### src/rtl/audio_dma_pkg.sv
package audio_dma_pkg;
  localparam int BYTE_W        = 8;
  localparam int CH_PER_FRAME  = 2;
  localparam int DEF_DEPTH     = 16;
  localparam int DEF_SAMPLE_W  = 16;
  localparam int DEF_DRQ_LIMIT = 750;  // 15 us at 50 MHz
endpackage

### src/rtl/adf_lane_ram.sv
module adf_lane_ram #(
  parameter int AW = 2,
  parameter int DW = 8
) (
  input  logic          clk,
  input  logic          rst,
  input  logic          we,
  input  logic [AW-1:0] waddr,
  input  logic [DW-1:0] wdata,
  input  logic          re,
  input  logic [AW-1:0] raddr,
  output logic [DW-1:0] rdata
);
  localparam int ROWS = 1 << AW;

  logic [DW-1:0] mem [ROWS];

  always_ff @(posedge clk) begin
    if (we) mem[waddr] <= wdata;
  end

  // Registered read port; holds its value when not enabled
  always_ff @(posedge clk) begin
    if (rst)     rdata <= '0;
    else if (re) rdata <= mem[raddr];
  end
endmodule

### src/rtl/adf_drq_ctrl.sv
module adf_drq_ctrl #(
  parameter int LIMIT = 750
) (
  input  logic clk,
  input  logic rst,
  input  logic room,
  output logic drq
);
  localparam int RW = $clog2(LIMIT + 1);

  logic [RW-1:0] run;

  // run holds the number of earlier cycles in the current drq burst
  always_ff @(posedge clk) begin
    if (rst) begin
      drq <= 1'b0;
      run <= '0;
    end else if (drq && run == RW'(LIMIT - 1)) begin
      drq <= 1'b0;
      run <= '0;
    end else begin
      drq <= room;
      run <= (room && drq) ? run + 1'b1 : '0;
    end
  end
endmodule

### src/rtl/audio_dma_fifo.sv
module audio_dma_fifo
  import audio_dma_pkg::*;
#(
  parameter int DEPTH     = DEF_DEPTH,
  parameter int SAMPLE_W  = DEF_SAMPLE_W,
  parameter int DRQ_LIMIT = DEF_DRQ_LIMIT
) (
  input  logic                clk,
  input  logic                rst,
  input  logic                dack,
  input  logic                wr_stb,
  input  logic [BYTE_W-1:0]   wr_data,
  input  logic                sample_tick,
  output logic                drq,
  output logic [SAMPLE_W-1:0] left_out,
  output logic [SAMPLE_W-1:0] right_out,
  output logic                frame_valid,
  output logic                underrun,
  output logic                overflow
);
  localparam int SPB = SAMPLE_W / BYTE_W;     // bytes per sample
  localparam int BPF = SPB * CH_PER_FRAME;    // bytes per frame
  localparam int LW  = $clog2(BPF);
  localparam int PW  = $clog2(DEPTH);
  localparam int AW  = PW - LW;
  localparam int CW  = $clog2(DEPTH + 1);

  logic [PW-1:0]     wr_ptr;
  logic [AW-1:0]     rd_row;
  logic [CW-1:0]     level, level_nxt;
  logic              accept, pop, room;
  logic [BYTE_W-1:0] lane_q [BPF];

  assign accept = dack && wr_stb && (level != CW'(DEPTH));
  assign pop    = sample_tick && (level >= CW'(BPF));

  always_comb begin
    level_nxt = level;
    if (accept) level_nxt = level_nxt + 1'b1;
    if (pop)    level_nxt = level_nxt - CW'(BPF);
  end

  // leave one slot for a cycle already in flight
  assign room = level_nxt < CW'(DEPTH - 1);

  always_ff @(posedge clk) begin
    if (rst) begin
      wr_ptr      <= '0;
      rd_row      <= '0;
      level       <= '0;
      frame_valid <= 1'b0;
      underrun    <= 1'b0;
      overflow    <= 1'b0;
    end else begin
      level       <= level_nxt;
      frame_valid <= pop;
      underrun    <= sample_tick && !pop;
      if (accept) wr_ptr <= wr_ptr + 1'b1;
      if (pop)    rd_row <= rd_row + 1'b1;
      if (dack && wr_stb && !accept) overflow <= 1'b1;
    end
  end

  // one bank per byte position of a frame
  for (genvar g = 0; g < BPF; g++) begin : g_lane
    adf_lane_ram #(.AW(AW), .DW(BYTE_W)) u_lane (
      .clk   (clk),
      .rst   (rst),
      .we    (accept && (wr_ptr[LW-1:0] == LW'(g))),
      .waddr (wr_ptr[PW-1:LW]),
      .wdata (wr_data),
      .re    (pop),
      .raddr (rd_row),
      .rdata (lane_q[g])
    );
  end

  for (genvar s = 0; s < SPB; s++) begin : g_pack
    assign left_out [s*BYTE_W +: BYTE_W] = lane_q[s];
    assign right_out[s*BYTE_W +: BYTE_W] = lane_q[SPB + s];
  end

  adf_drq_ctrl #(.LIMIT(DRQ_LIMIT)) u_drq (
    .clk  (clk),
    .rst  (rst),
    .room (room),
    .drq  (drq)
  );
endmodule

### config.mk
export PLATFORM = sky130hd
export DESIGN_NAME = audio_dma_fifo
export DESIGN_NICKNAME = d
export VERILOG_FILES = /design/src/rtl/audio_dma_pkg.sv /design/src/rtl/adf_lane_ram.sv /design/src/rtl/adf_drq_ctrl.sv /design/src/rtl/audio_dma_fifo.sv
export SDC_FILE = /design/constraint.sdc
export NUM_CORES = 1
export LEC_CHECK = 0
export ABC_CLOCK_PERIOD_IN_PS = 2600
export CORE_MARGIN = 5
export CORE_UTILIZATION = 40
export DETAILED_ROUTE_END_ITERATION = 6
export DONT_BUFFER_PORTS = 1
export SETUP_SLACK_MARGIN = 0.05
export SYNTH_ARGS = -nofsm -noshare
export SYNTH_HDL_FRONTEND = slang
export SYNTH_HIERARCHICAL = 1
export SYNTH_SLANG_ARGS = --single-unit
export TNS_END_PERCENT = 50
### constraint.sdc
create_clock -name clk -period 2.6 [get_ports clk]
set_clock_uncertainty 0.2 [all_clocks]
set_input_delay 0.52 -clock clk [delete_from_list [all_inputs] [get_ports clk]]
set_output_delay 0.52 -clock clk [all_outputs]
set_load 0.02 [all_outputs]
# Word-level counts from Yosys, hierarchy flattened
# Memories as Yosys holds them, arrays and structs flattened. A register that Yosys moved wholly into a read port is not among the register bits.
# Index checks and enable logic that the tools add are counted.
[totals]
ramBits = 128
regBits = 25
elab_cells = 51
out_inout_bits = 36
n_memories = 4
inputBits = 13
[mem_list]
columns = ["memory", "words", "width", "rd", "rd_ports_with_merged_regs", "wr", "line_no", "rtl"]
rows = [
  ["g_lane[0].u_lane.mem", 4, 8, 1, 1, 1, "adf_lane_ram.sv:16", "logic [DW-1:0] mem [ROWS];"],
  ["g_lane[1].u_lane.mem", 4, 8, 1, 1, 1, "adf_lane_ram.sv:16", ""],
  ["g_lane[2].u_lane.mem", 4, 8, 1, 1, 1, "adf_lane_ram.sv:16", ""],
  ["g_lane[3].u_lane.mem", 4, 8, 1, 1, 1, "adf_lane_ram.sv:16", ""],
]
[classes]
eq_ne = 5
n_reduce_logical = 16
mux = 10
bitwise_logic = 1
n_addsub = 5
n_lt_le_gt_ge = 2
[ops]
columns = ["operator", "n"]
rows = [
  ["$logic_and 1x1->1", 11],
  ["$add 10x1->10 const B", 1],
  ["$eq 10x10->1 const B", 1],
  ["$mux 5", 2],
  ["$mux 1", 8],
  ["$add 5x1->5 const B", 1],
  ["$ge 5x3->1 const B", 1],
  ["$lt 5x4->1 const B", 1],
  ["$ne 5x5->1 const B", 1],
  ["$sub 5x3->5 const B", 1],
  ["$add 4x1->4 const B", 1],
  ["$eq 2x2->1 const B", 2],
  ["$reduce_or 3->1", 1],
  ["$add 2x1->2 const B", 1],
  ["$eq 2x1->1 const B", 1],
  ["$logic_not 1->1", 2],
  ["$logic_not 2->1", 1],
  ["$reduce_or 2->1", 1],
  ["$not 1->1", 1],
]

# Longest topological paths before layout
[depth]
depth_word = 9
ltp_mapped = 14
mapped_depth_nobuf = 14

# By module
# Netlist, hierarchy kept.
[by_module_without_submodules]
columns = ["mod", "n_inst", "cells_per_inst", "area_each_um2"]
rows = [
  ["adf_lane_ram", 4, 83, 1505.2],
  ["audio_dma_fifo", 1, 86, 794.5],
  ["adf_drq_ctrl", 1, 59, 541.8],
]

# Worst setup path after synthesis
# OpenSTA, ideal clock, no wires.
[synth_path]
path_type = "reg2reg"
start = "reg level[0]"
end = "reg u_drq.run[5]"
setup_ps = 70
path_slack_ps = -151
path_stages_with_launch = 15
period_less_slack_ps = 2751
arrival_time_ps = 2481
cell_sequence = "dfxtp_1 -> inv_1 -> ha_1 -> and4bb_4 -> nor3_2 -> a21oi_2 -> ha_1 -> nand2_1 -> xnor2_1 -> o21ai_1 -> a211o_1 -> a21oi_1 -> and3b_1 -> o31ai_2 -> a21oi_1"
[synth_via]
elab_chain_cells = 9
word_cells_on_any_way = 12
cone_classes = "add/sub: 2; order compare: 2; eq/ne: 1; mux: 2; bitwise: 1; reduce/logical: 4"
[synth_rtl]
columns = ["item", "line_no", "rtl"]
rows = [
  ["from (decl)", "audio_dma_fifo.sv:30", "logic [CW-1:0] level, level_nxt;"],
  ["from (signal assigned)", "audio_dma_fifo.sv:55", "level <= level_nxt;"],
  ["parallel branches: the longest is 4 deep, another holds $add 5x1->5", "-", ""],
  ["$mux 5 (*)", "audio_dma_fifo.sv:40", "if (pop) level_nxt = level_nxt - CW'(BPF);"],
  ["$lt 5x4->1 (*)", "audio_dma_fifo.sv:44", "assign room = level_nxt < CW'(DEPTH - 1);"],
  ["net room", "audio_dma_fifo.sv:31", "logic accept, pop, room;"],
  ["$logic_and 1x1->1 (*)", "adf_drq_ctrl.sv:23", "run <= (room && drq) ? run + 1'b1 : '0;"],
  ["$not 1->1 (no line) (*)", "-", ""],
  ["$reduce_or 3->1 (no line) (*)", "-", ""],
  ["to (signal assigned)", "adf_drq_ctrl.sv:23", ""],
  ["to (decl)", "adf_drq_ctrl.sv:11", "logic [RW-1:0] run;"],
]
# Mark *: on every way through the listed nets, which the timed path passes.
# A chain may end at the register's enable or synchronous reset.

# Worst setup path after layout
[layout_path]
start = "reg level[1]"
end = "reg u_drq.run[5]"
# The elaborated chain is that of the path after synthesis.

==> metrics.md <==
| Metric | Value |
|---|---|
| Root buffer cell | clkbuf_16 |
| CTS buffer count | 17 |
| Via count | 4,085 |
| Endpoint type of the worst setup path | flop |
| Slew headroom | 52.7% |
| Worst hold path type | in2reg |
| Gr usage total | 13.9% |
| Initial antenna violation count | 0 |
| Max VDD drop | 469 µV |
| Clk pwr share | 34.3% |
| Avg WL per Cell | 19.3 µm |
| Commonest cells in the synthesized netlist | edfxtp_1 (128), mux2i_1 (65), dfxtp_1 (57) |
| I/O Buffers | 0 |
| Drt initial violations | 225 |
| Vias per cell | 5.40 |
| Starting density of the core | 40.8% |
| CP cell instances | inv_2, ha_4, and4bb_4, nor3_4, a21oi_2, ha_2, nand2_4, xnor2_2, o21ai_1, a211o_1, a21oi_2, and3b_2, o31ai_4, a21oi_1 |
| Gate count after technology mapping | 477 |
| Period utilisation layout | 102% |
| TritonCTS clock tree | yes |
| Most frequent CP cell | a21oi_2 |
| H-tree levels | 4 |
| Tightest Pin Transition | 0.708 ns |
| Ys flop type | edfxtp_1 |
| Worst r2r src | level[1]$_SDFF_PP0_ |
| Core area | 18,000 µm² |
| CTS Buffer Depth | 2 |
| EDFF count, synth | 128 |
| Cell Rows | 49 |
| Pwr dens | 903 nW/µm² |
| Die height | 146 µm |
| Worst Path Arrival | 2.82 ns |
| Clock slew at reported path FFs | 0.07 ns |
| Worst Hold Depth | 2 |
| Avg Inst Size Synth | 15.4 µm² |
| Flop pwr share | 49.8% |
| Final setup viols | 7 |
| Clock sinks | 185 |
| Dpl hpwl | 8600 µm |
| CP required | 2.76 ns |
| Area share of the largest cell type after synthesis | 52.2% |
| Die Area | 21,200 µm² |
| DRT Pass-1 Iters | 4 |
| Largest net degree at the start of global routing | 46 |
| ANT cells | 0 |
| Hold Path End | underrun$_SDFF_PP0_ |
| Place WS | -0.0888 ns |
| Largest stage delay, worst path | 0.36 ns |
| Final Critical Period | 2.66 ns |
| Layout overhead on the synthesized area | 16.1% |
| DIE WIDTH | 146 µm |
| Flop2flop setup slack | -0.06 ns |
| CP Launch Type | flop |
| Combinational fraction of design power | 15.9% |
| Vias in the first global route | 4,163 |
| CP max-delay cell | dfxtp_2 |
| Final hold vios | 0 |
| Fin Hold WS | 0.0272 ns |
| Leak | 0.00283 µW |
| Final WS setup | -0.0567 ns |
| Async set or reset register ratio after synthesis | 0% |
| # IOs | 49 |
| Maximum clock rate | 0.376 GHz |
| Outcome | finished with violations |
| Reg2reg path depth | 14 |
| Worst skew pair latency | 0.42 ns |
| First-pass GRT wire length | 22,900 µm |
| Area contributors post-synth | edfxtp_1 (52%), dfxtp_1 (16%), mux2i_1 (8.8%) |
| Cell variety after synth | 52 |
| Placer Congestion | 0.782 |
| Synthesized area | 7360 µm² |
| Most frequent cell after synthesis | edfxtp_1 |
| Gr ovfl total | 0 |
| # DRC | 0 |
| DRT Wirelength | 14,600 µm |
| Post-route ant nets | 0 |
| Final #Nets | 537 |
| Pint | 5600 µW |
| Seq/Total Area, Yosys | 67.8% |
| Max_cap viols | 0 |
| Unrepaired setup endpoints after global routing | true |
| Leading area contributor after synthesis | edfxtp_1 |
| Failing checks | setup timing |
| Layout cells sized above 1 | 22.7% |
| Syn. warnings | 6 |
| Mapped Nets | 499 |
| Hold path startpoint | sample_tick |
| Crit-path max FO | 7 |
| Sw Pwr | 2110 µW |
| Seq cells post-synth | 185 |
| Sw frac | 27.4% |
| Setup Crit Path Kind | reg2reg |
| Max-slew violations | 0 |
| Fill cells | 1,591 |
| Critical R2R Capture | u_drq/run[5]$_SDFF_PP0_ |
-- cells in the final DEF, fill, tap and decap left out, drive strengths merged, types with 2 or more instances in the layout --
| master | instances |
|---|---|
| nand2b | 2 |
| dlygate4sd3 | 9 |
| inv | 9 |
| o31ai | 3 |
| edfxtp | 128 |
| buf | 30 |
| xnor2 | 7 |
| mux2i | 65 |
| nor3b | 4 |
| clkbuf | 26 |
| clkinv | 5 |
| nand3b | 5 |
| and3b | 5 |
| and3 | 5 |
| nand3 | 6 |
| a21oi | 10 |
| or3b | 38 |
| o21ai | 5 |
| ha | 9 |
| nand4 | 6 |
| dfxtp | 57 |
| nor2 | 20 |
| nand4b | 2 |
| nor3 | 2 |
| xor2 | 5 |
| nand2 | 12 |
| o221ai | 33 |
| or3 | 2 |
| and2 | 6 |
-- flip-flops by register name, indices dropped and copies added, names as in the netlist, 2 cells and up --
signal / cells
g_lane.u_lane/mem: 128
g_lane.u_lane/rdata: 32
level: 5
rd_row: 2
u_drq/run: 10
wr_ptr: 4
-- through the flow --
stage | std cells | utilization (%) | total power [µW] | area [µm²] | TNS [ns]
after global routing | 757 | 47.4 | 8050 | 8540 | -2.12
after floorplan | 477 | - | 4720 | 7400 | 0
after detailed placement | 712 | 43.0 | 5040 | 7750 | -0.345
final | 757 | 47.4 | 7710 | 8540 | -0.208
after global placement | 712 | 43.0 | 5000 | 7750 | -0.0326
after CTS | 755 | 47.1 | 7750 | 8500 | -0.0872
-- metal layers --
metal	up-vias	track usage, %	routed length (µm)
li1	1937	-	-
met1	2060	16.6	5980
met2	70	24.3	7770
met3	18	3.58	580
met4	0	5.18	257
met5	-	0	0
-- power by group through the flow --
| stage | clock network [µW] | registers, µW | logic (µW) |
|---|---|---|---|
| floorplan | 0 | 3820 | 896 |
| global placement | 0 | 3910 | 1090 |
| detailed placement | 0 | 3910 | 1130 |
| CTS | 2710 | 3850 | 1190 |
| global route | 2820 | 3870 | 1350 |
| finish | 2640 | 3840 | 1230 |
-- worst max path at each step --
stage | end | start
after floorplan | u_drq/run[5]$_SDFF_PP0_ | level[0]$_SDFF_PP0_
after global placement | u_drq/run[6]$_SDFF_PP0_ | dack
after detailed placement | u_drq/run[5]$_SDFF_PP0_ | level[1]$_SDFF_PP0_
after CTS | u_drq/run[5]$_SDFF_PP0_ | level[0]$_SDFF_PP0_
after global routing | u_drq/run[5]$_SDFF_PP0_ | level[0]$_SDFF_PP0_
final | u_drq/run[5]$_SDFF_PP0_ | level[1]$_SDFF_PP0_
-- critical path: cells and delay by family, from the launching register on --
family / cells / cell delay, ns
xor+xnor: 1 / 0.11
simple gates: 4 / 0.70
buf+inv: 1 / 0.05
fa+ha+maj: 2 / 0.34
flops: 1 / 0.36
compound gates: 6 / 0.82
-- what timing repair did --
| item | CTS | global route |
|---|---|---|
| hold buffers | 9 | 0 |
| resized for setup | 1 | 6 |
| endpoints found under the hold margin | 141 | 0 |
| buffers inserted | 2 | 2 |
| pin swaps | 2 | 5 |
| setup endpoints to repair | 10 | 11 |
-- area by class of cell --
type | instances | area [µm²] | share of cell area, %
Clock buffer | 26 | 596 | 6.97
Inverter | 8 | 32.5 | 0.381
Multi-Input combinational cell | 264 | 2240 | 26.3
Tap cell | 229 | 287 | 3.36
Timing Repair Buffer | 39 | 344 | 4.03
Sequential cell | 185 | 4990 | 58.5
Clock inverter | 6 | 42.5 | 0.498
-- logic make-up (layout without fill, tap and decap cells) --
family	Yosys count	after routing	synth area share, %
DFF	185	185	67.8
muxes	65	65	8.84
buffers and inverters	28	79	2.48
adders and majority gates	9	9	1.53
xor gates and xnor gates	12	12	1.43
AOI/OAI and AO/OA	58	58	6.72
and+or+nand+nor	120	120	11.2
Power figures use the tool's default switching activity.
